===== src/rtl/spi_cmd_pkg.sv =====
package spi_cmd_pkg;
   localparam int DATA_W   = 16;
   localparam int CONT_BIT = 31;
   localparam int MASK_LSB = 16;
   localparam int DLY_W    = 20;

   typedef enum logic [2:0] {
      ST_IDLE, ST_LEAD, ST_SHIFT, ST_HOLD, ST_TRAIL, ST_GAP
   } eng_state_t;

   // prescale {1,3,5,7} = 2*code+1, scale = 2^(code+1)
   function automatic logic [DLY_W-1:0] dly_cycles(input logic [1:0] pre,
                                                   input logic [3:0] scl);
      logic [DLY_W-1:0] base;
      base = {{(DLY_W-3){1'b0}}, pre, 1'b1};
      return base << ({1'b0, scl} + 5'd1);
   endfunction
endpackage


===== src/rtl/spi_cmd_fifo.sv =====
module spi_cmd_fifo #(
   parameter int W     = 8,
   parameter int DEPTH = 4,
   localparam int AW   = $clog2(DEPTH),
   localparam int CW   = $clog2(DEPTH + 1)
) (
   input  logic          clk,
   input  logic          rst_n,
   input  logic          flush,
   input  logic          push,
   input  logic [W-1:0]  din,
   input  logic          pop,
   output logic [W-1:0]  dout,
   output logic [CW-1:0] count,
   output logic          full,
   output logic          empty
);
   generate
      if (DEPTH < 2 || (DEPTH & (DEPTH - 1)) != 0) begin : g_bad_depth
         $error("spi_cmd_fifo: DEPTH must be a power of two >= 2");
      end
   endgenerate

   logic [W-1:0]  mem [DEPTH];
   logic [AW-1:0] wr_ptr, rd_ptr;
   logic          wr_ok, rd_ok;

   assign full  = (count == CW'(DEPTH));
   assign empty = (count == '0);
   assign wr_ok = push && !full && !flush;
   assign rd_ok = pop && !empty && !flush;
   assign dout  = mem[rd_ptr];

   always_ff @(posedge clk or negedge rst_n) begin
      if (!rst_n) begin
         wr_ptr <= '0;
         rd_ptr <= '0;
         count  <= '0;
      end else if (flush) begin
         wr_ptr <= '0;
         rd_ptr <= '0;
         count  <= '0;
      end else begin
         if (wr_ok) wr_ptr <= wr_ptr + AW'(1);
         if (rd_ok) rd_ptr <= rd_ptr + AW'(1);
         count <= count + CW'(wr_ok) - CW'(rd_ok);
      end
   end

   always_ff @(posedge clk) begin
      if (wr_ok) mem[wr_ptr] <= din;
   end
endmodule


===== src/rtl/spi_cmd_engine.sv =====
module spi_cmd_engine
   import spi_cmd_pkg::*;
#(
   parameter int CS_LINES = 8,
   localparam int EW      = DATA_W + CS_LINES + 1
) (
   input  logic                clk,
   input  logic                rst_n,
   input  logic                cfg_cpol,
   input  logic                cfg_cpha,
   input  logic                cfg_lsb_first,
   input  logic [3:0]          cfg_frame_bits,
   input  logic [1:0]          cfg_lead_pre,
   input  logic [3:0]          cfg_lead_scl,
   input  logic [1:0]          cfg_trail_pre,
   input  logic [3:0]          cfg_trail_scl,
   input  logic [1:0]          cfg_gap_pre,
   input  logic [3:0]          cfg_gap_scl,
   input  logic                half_tick,
   input  logic                ent_valid,
   input  logic [EW-1:0]       ent_word,
   output logic                ent_take,
   output logic                rx_push,
   output logic [DATA_W-1:0]   rx_word,
   output logic                sck,
   output logic                mosi,
   input  logic                miso,
   output logic [CS_LINES-1:0] sel
);
   eng_state_t          state;
   logic [DLY_W-1:0]    cnt;
   logic [DATA_W-1:0]   tx_q, rx_q, rx_next;
   logic [5:0]          ecnt;
   logic [4:0]          bitno, nbits;
   logic [5:0]          edges_m1;
   logic [3:0]          idx;
   logic                sck_q, cont_q;
   logic                step, sample_e, last_e, advance;
   logic [DLY_W-1:0]    d_lead, d_trail, d_gap;

   assign d_lead  = dly_cycles(cfg_lead_pre, cfg_lead_scl);
   assign d_trail = dly_cycles(cfg_trail_pre, cfg_trail_scl);
   assign d_gap   = dly_cycles(cfg_gap_pre, cfg_gap_scl);

   assign nbits    = (cfg_frame_bits < 4'd2) ? 5'd3 : ({1'b0, cfg_frame_bits} + 5'd1);
   assign edges_m1 = {nbits, 1'b0} - 6'd1;
   assign idx      = cfg_lsb_first ? bitno[3:0] : 4'(nbits - 5'd1 - bitno);
   assign step     = (state == ST_SHIFT) && half_tick;
   assign sample_e = (~ecnt[0]) ^ cfg_cpha;
   assign last_e   = (ecnt == edges_m1);
   assign advance  = !sample_e && (ecnt != 6'd0) && !last_e;
   assign ent_take = ((state == ST_IDLE) || (state == ST_HOLD)) && ent_valid;

   always_comb begin
      rx_next = rx_q;
      if (step && sample_e) rx_next[idx] = miso;
   end

   assign rx_push = step && last_e;
   assign rx_word = rx_next;
   assign mosi    = tx_q[idx];
   assign sck     = (state == ST_SHIFT) ? sck_q : cfg_cpol;

   always_ff @(posedge clk or negedge rst_n) begin
      if (!rst_n) begin
         state  <= ST_IDLE;
         cnt    <= '0;
         tx_q   <= '0;
         rx_q   <= '0;
         ecnt   <= '0;
         bitno  <= '0;
         sck_q  <= 1'b0;
         cont_q <= 1'b0;
         sel    <= '0;
      end else begin
         if (ent_take) begin
            tx_q   <= ent_word[DATA_W-1:0];
            sel    <= ent_word[DATA_W +: CS_LINES];
            cont_q <= ent_word[EW-1];
            rx_q   <= '0;
            ecnt   <= '0;
            bitno  <= '0;
            sck_q  <= cfg_cpol;
         end
         unique case (state)
            ST_IDLE: if (ent_take) begin
               state <= ST_LEAD;
               cnt   <= d_lead - DLY_W'(1);
            end
            ST_LEAD: begin
               if (cnt == '0) state <= ST_SHIFT;
               else           cnt   <= cnt - DLY_W'(1);
            end
            ST_SHIFT: if (step) begin
               sck_q <= ~sck_q;
               ecnt  <= ecnt + 6'd1;
               rx_q  <= rx_next;
               if (advance) bitno <= bitno + 5'd1;
               if (last_e) begin
                  if (cont_q) state <= ST_HOLD;
                  else begin
                     state <= ST_TRAIL;
                     cnt   <= d_trail - DLY_W'(1);
                  end
               end
            end
            ST_HOLD: if (ent_take) state <= ST_SHIFT;
            ST_TRAIL: begin
               if (cnt == '0) begin
                  state <= ST_GAP;
                  sel   <= '0;
                  cnt   <= d_gap - DLY_W'(1);
               end else cnt <= cnt - DLY_W'(1);
            end
            ST_GAP: begin
               if (cnt == '0) state <= ST_IDLE;
               else           cnt   <= cnt - DLY_W'(1);
            end
            default: state <= ST_IDLE;
         endcase
      end
   end
endmodule


===== src/rtl/spi_cmd_master.sv =====
module spi_cmd_master
   import spi_cmd_pkg::*;
#(
   parameter int TX_DEPTH = 4,
   parameter int RX_DEPTH = 4,
   parameter int CS_LINES = 8
) (
   input  logic                             clk,
   input  logic                             rst_n,
   input  logic                             cfg_cpol,
   input  logic                             cfg_cpha,
   input  logic                             cfg_lsb_first,
   input  logic [3:0]                       cfg_frame_bits,
   input  logic [1:0]                       cfg_lead_pre,
   input  logic [3:0]                       cfg_lead_scl,
   input  logic [1:0]                       cfg_trail_pre,
   input  logic [3:0]                       cfg_trail_scl,
   input  logic [1:0]                       cfg_gap_pre,
   input  logic [3:0]                       cfg_gap_scl,
   input  logic [CS_LINES-1:0]              cfg_cs_idle,
   input  logic                             flush_tx,
   input  logic                             flush_rx,
   input  logic                             push_valid,
   input  logic [31:0]                      push_word,
   output logic [$clog2(TX_DEPTH+1)-1:0]    tx_level,
   input  logic                             pop,
   output logic [DATA_W-1:0]                rx_data,
   output logic [$clog2(RX_DEPTH+1)-1:0]    rx_level,
   output logic                             rx_overflow,
   input  logic                             half_tick,
   output logic                             sck,
   output logic                             mosi,
   input  logic                             miso,
   output logic [CS_LINES-1:0]              cs_out
);
   localparam int EW = DATA_W + CS_LINES + 1;

   generate
      if (CS_LINES < 1 || CS_LINES > 8) begin : g_bad_cs
         $error("spi_cmd_master: CS_LINES must be 1..8");
      end
   endgenerate

   logic [EW-1:0]       tx_in, tx_head;
   logic                tx_full, tx_empty, rx_full, rx_empty;
   logic                take, eng_rx_push;
   logic [DATA_W-1:0]   eng_rx_word;
   logic [CS_LINES-1:0] sel;

   assign tx_in = {push_word[CONT_BIT], push_word[MASK_LSB +: CS_LINES],
                   push_word[DATA_W-1:0]};

   spi_cmd_fifo #(.W(EW), .DEPTH(TX_DEPTH)) u_txq (
      .clk(clk), .rst_n(rst_n), .flush(flush_tx),
      .push(push_valid), .din(tx_in),
      .pop(take), .dout(tx_head),
      .count(tx_level), .full(tx_full), .empty(tx_empty)
   );

   spi_cmd_engine #(.CS_LINES(CS_LINES)) u_eng (
      .clk(clk), .rst_n(rst_n),
      .cfg_cpol(cfg_cpol), .cfg_cpha(cfg_cpha), .cfg_lsb_first(cfg_lsb_first),
      .cfg_frame_bits(cfg_frame_bits),
      .cfg_lead_pre(cfg_lead_pre), .cfg_lead_scl(cfg_lead_scl),
      .cfg_trail_pre(cfg_trail_pre), .cfg_trail_scl(cfg_trail_scl),
      .cfg_gap_pre(cfg_gap_pre), .cfg_gap_scl(cfg_gap_scl),
      .half_tick(half_tick),
      .ent_valid(!tx_empty), .ent_word(tx_head), .ent_take(take),
      .rx_push(eng_rx_push), .rx_word(eng_rx_word),
      .sck(sck), .mosi(mosi), .miso(miso), .sel(sel)
   );

   spi_cmd_fifo #(.W(DATA_W), .DEPTH(RX_DEPTH)) u_rxq (
      .clk(clk), .rst_n(rst_n), .flush(flush_rx),
      .push(eng_rx_push), .din(eng_rx_word),
      .pop(pop), .dout(rx_data),
      .count(rx_level), .full(rx_full), .empty(rx_empty)
   );

   always_ff @(posedge clk or negedge rst_n) begin
      if (!rst_n)                         rx_overflow <= 1'b0;
      else if (flush_rx)                  rx_overflow <= 1'b0;
      else if (eng_rx_push && rx_full)    rx_overflow <= 1'b1;
   end

   for (genvar i = 0; i < CS_LINES; i++) begin : g_cs
      assign cs_out[i] = cfg_cs_idle[i] ^ sel[i];
   end
endmodule


===== config.mk =====
export PLATFORM = sky130hd
export DESIGN_NAME = spi_cmd_master
export DESIGN_NICKNAME = d
export VERILOG_FILES = /design/src/rtl/spi_cmd_pkg.sv /design/src/rtl/spi_cmd_fifo.sv /design/src/rtl/spi_cmd_engine.sv /design/src/rtl/spi_cmd_master.sv
export SDC_FILE = /design/constraint.sdc
export NUM_CORES = 1
export LEC_CHECK = 0
export ABC_CLOCK_PERIOD_IN_PS = 6050
export BUFFER_PORTS_ARGS = -buffer_cell sky130_fd_sc_hd__buf_2
export CORE_MARGIN = 4
export CORE_UTILIZATION = 30
export CTS_CLUSTER_SIZE = 28
export DETAILED_ROUTE_END_ITERATION = 8
export MAX_ROUTING_LAYER = met4
export SETUP_SLACK_MARGIN = 0.4
export SLEW_MARGIN = 20
export SYNTH_ARGS = -nofsm -noshare
export SYNTH_HDL_FRONTEND = slang
export SYNTH_SLANG_ARGS = --single-unit

===== constraint.sdc =====
create_clock -name clk -period 6.05 [get_ports clk]
set_clock_uncertainty 0.05 [all_clocks]
set_input_delay 1.5125 -clock clk [delete_from_list [all_inputs] [get_ports clk]]
set_output_delay 1.5125 -clock clk [all_outputs]
set_load 0.03 [all_outputs]

==> impl_results.rst <==
.. list-table::
   :header-rows: 1

   * - Metric
     - Value
   * - Pin slew with the least headroom to its limit
     - around 1.1 ns
   * - Number of buffers added by the clock tree synthesis step
     - 28
   * - Via count of the first global-routing pass
     - approximately 9800
   * - Effective utilization at floorplan
     - between 30 and 40%
   * - Setup slack after placement
     - 0.214 ns
   * - CTS tree
     - yes
   * - Top cell type's share of synthesized area
     - 35.7%
   * - Cell area after synthesis
     - between 10000 and 15000 um2
   * - Final worst setup slack
     - between 0.5 and 0.6 ns
   * - Quantity of hold-fixing buffers added after cts
     - 0
   * - Routed via count
     - ~10000
   * - Fmax
     - approximately 180 MHz
   * - Run status
     - finished clean
   * - Via-to-Cell Ratio
     - 5.11
   * - Synth area leaders
     - edfxtp_1, dfrtp_1, mux4_2, nand2_1, ha_1
   * - Area fraction in and, or, nand and nor cells after synthesis
     - between 10% and 20%
   * - Mean instance size in the synthesized netlist
     - approximately 11 um2
   * - Final antenna-violating net count
     - 0
   * - Synth warn
     - 0
   * - Largest driver fanout on the critical path
     - 5
   * - Total global routing track utilization
     - between 10% and 20%
   * - Worst-path clk slew
     - 0.06 ns
   * - Fraction of final layout cells sized beyond drive strength 1
     - 20.3%
   * - Required time worst endpoint
     - around 4.5 ns
   * - Violation count after the first detailed-route iteration
     - 652
   * - Clock Path Buffers
     - 3
   * - Initial antenna violation count
     - 6
   * - Die ar.
     - approximately 50000 um2
   * - Number of standard-cell rows in the floorplan
     - 78
   * - Number of library cell types mapped by synthesis
     - 90
   * - Sequential share of the synthesized area
     - 52.0%
   * - Buffer cell driving the clock tree root
     - clkbuf_16
   * - Number of setup violations in the final report
     - 0
   * - CTS H-tree depth
     - 1
   * - Yosys top cell by area
     - edfxtp_1
   * - WS Path Type
     - in2out
   * - Area growth syn-to-layout
     - 16.5%
   * - MaxCap Viol Count
     - 0
   * - Vert. Die Dim
     - around 220 um
   * - Data arrival time of the worst path
     - approximately 4 ns
   * - Wire length of the first global-routing pass
     - roughly 56000 um
   * - Most instantiated flip-flop cell in the synthesis netlist
     - edfxtp_1
   * - DRC viols
     - 0
   * - Total instance count after detailed placement
     - between 1500 and 2000
   * - Combinational family with the most area after synthesis
     - simple AND/OR/NAND/NOR gates
   * - Classification of the worst-slack hold path
     - reg2reg
   * - Num ports
     - ~110
   * - Synth Area in Compound Gates
     - 14.2%
   * - Maximum number of pins on one net before global-route repair
     - 54
   * - Total power
     - about 0.0055 W
   * - Core area
     - around 45000 um2
   * - Number of sinks driven by the clock tree
     - about 250
   * - Slew Limit Fails
     - 0
   * - Post-synth EDFFs
     - around 160
   * - Non-filler instance count after layout
     - between 1500 and 2000
   * - Horizontal extent of the die
     - ~220 um
   * - Post-Synth Adder-Cell Area
     - about 3.1%
   * - Count of mapped cells out of synthesis
     - ~1200
   * - CP Launch Type
     - input port
   * - Setup TNS
     - 0 ns
   * - Slew HR
     - between 20 and 30%
   * - Setup repair after global routing missed its margin
     - no
   * - Final hold viol count
     - 0
   * - Register bit count reported by yosys
     - between 200 and 300
   * - DPL Wire Length
     - approximately 24000 um
   * - Leakage
     - 6.03 nW
   * - Power density normalized to cell area
     - between 300 and 400 nW/um2
   * - Number of iterations in the first detailed-routing pass
     - 5
   * - Endpoint type of the worst setup path
     - output port
   * - Net total in the final layout
     - between 1000 and 1500
   * - Worst voltage drop across the vdd grid
     - 0.000218 V
   * - Xor and xnor fraction of the mapped netlist area
     - 3.68%
   * - Share of synthesized area spent on multiplexers
     - a little under a tenth
   * - Fraction of synthesis flops using an asynchronous set or reset pin
     - 35.4%
   * - Total length of routed wires
     - 35000 um
   * - Number of port buffers
     - 98
   * - Ranking of synthesized cells by instance count
     - edfxtp_1, nand2_1, nor2_1
   * - Routed len/inst
     - between 15 and 20 um
   * - Clock latency of the later-clocked register in the worst-skew pair
     - 0.54 ns
   * - Worst-case hold slack
     - around 0.43 ns
   * - Overflow left after global routing
     - 0
   * - Routability congestion estimate
     - around 0.90
   * - Final critical-path required period
     - between 5 and 6 ns
   * - Dominant cell by count in the synthesized netlist
     - edfxtp_1
   * - Period Utilization, post-route
     - 91.2%
   * - Post-synthesis net count
     - 1336
-- critical path: stages --
cell and delay [ns]:
buf_2 0.14, ha_1 0.30, nor2_2 0.11, inv_1 0.05, ha_1 0.26, a21o_1 0.19, maj3_2 0.33, xnor2_2 0.15
or3_4 0.39, a221oi_4 0.31, a31oi_4 0.05, buf_6 0.15
-- layer usage --
metal	vias up	part of all wire (%)	global-route usage [%]
li1	4846	-	-
met5	-	0	-
met4	0	1.2	1.95
met1	4889	48	20.3
met2	225	46	22.0
met3	34	4.8	2.22
-- registers in the layout, indices dropped and copies added (netlist names) --
name and count:
u_eng.cont_q 1, u_txq.rd_ptr 2, u_txq.wr_ptr 2, u_eng.tx_q 16
u_rxq.wr_ptr 2, u_eng.state 3, rx_overflow 1, u_eng.bitno 4
u_eng.cnt 20, u_txq.mem 100, u_eng.sel 8, u_rxq.count 3
u_rxq.mem 64, u_eng.sck_q 1, u_rxq.rd_ptr 2, u_eng.rx_q 16
u_txq.count 3, u_eng.ecnt 6
-- timing repair --
item / 4_1_cts / 5_1_grt
pin swaps: 0 / 6
buffers inserted: 0 / 2
resized for setup: 5 / 14
setup endpoints to repair: 1 / 1
-- kinds of logic (layout without fill, tap and decap cells) --
group | after synthesis | after routing
muxes | 70 | 70
DFF | 254 | 254
xor gates and xnor gates | 58 | 58
other | 0 | 7
and+or+nand+nor | 426 | 426
AOI/OAI and AO/OA | 291 | 291
adders and majority gates | 33 | 33
buffers and inverters | 99 | 216
-- stage by stage --
step,cell area [um2],utilization [%]
3_3_place_gp,15000,33.0
5_1_grt,16100,35.4
3_5_place_dp,15000,33.0
6_report,16100,35.4
4_1_cts,16000,35.1
2_1_floorplan,13800,-
-- cell type report --
cell class | instances | area, um2
tap | 600 | 751
multi-input combinational | 878 | 6340
timing repair buffer | 128 | 727
antenna | 7 | 17.5
sequential | 254 | 7180
clock inverter | 18 | 215
fill | 4568 | 29400
clock buffer | 34 | 723
inverter | 36 | 135
-- power by group --
part,internal [W],total [W],switching [W]
combinational,0.000601,0.00146,0.000858
sequential,0.00209,0.00233,0.000246
clock,0.00103,0.00173,0.000703
-- cell usage in the layout (no fill, tap or decap), types with 10 or more instances in the layout --
cell | synthesis | layout
buf_4 | 0 | 31
ha_1 | 29 | 28
o22ai_1 | 12 | 12
xor2_1 | 28 | 28
o211ai_1 | 11 | 11
a211oi_1 | 12 | 11
buf_2 | 8 | 95
and3_1 | 10 | 10
nand4_1 | 15 | 15
nor4_1 | 14 | 14
and2_1 | 18 | 18
a22oi_1 | 13 | 13
nor2_1 | 96 | 94
edfxtp_1 | 164 | 164
a31oi_1 | 15 | 14
nand2b_1 | 12 | 12
nand2_1 | 151 | 151
a21oi_1 | 56 | 55
nor2b_1 | 12 | 12
mux2i_1 | 15 | 15
mux4_2 | 42 | 42
xnor2_1 | 30 | 27
o21ai_0 | 64 | 62
nor3_1 | 27 | 25
inv_1 | 36 | 36
clkbuf_16 | 0 | 28
nand3_1 | 29 | 29
mux2_2 | 13 | 13
dfrtp_1 | 90 | 89
-- path summary, 6_finish.rpt --
path | depth (start not counted) | startpoint | end | slack [ns]
setup / recovery | 12 | cfg_frame_bits[0] | mosi | 0.53
hold / removal | 2 | u_eng.tx_q[2] | u_eng.tx_q[2] | 0.43
setup reg to reg | 10 | u_eng.state[0] | u_eng.cnt[18] | 2.36
hold reg to reg | 2 | u_eng.tx_q[2] | u_eng.tx_q[2] | 0.43
max in group asynchronous | 2 | rst_n | u_eng.rx_q[10] | 3.89
min in group asynchronous | 1 | rst_n | u_eng.sel[4] | 0.91
Power figures use the tool's default switching activity.
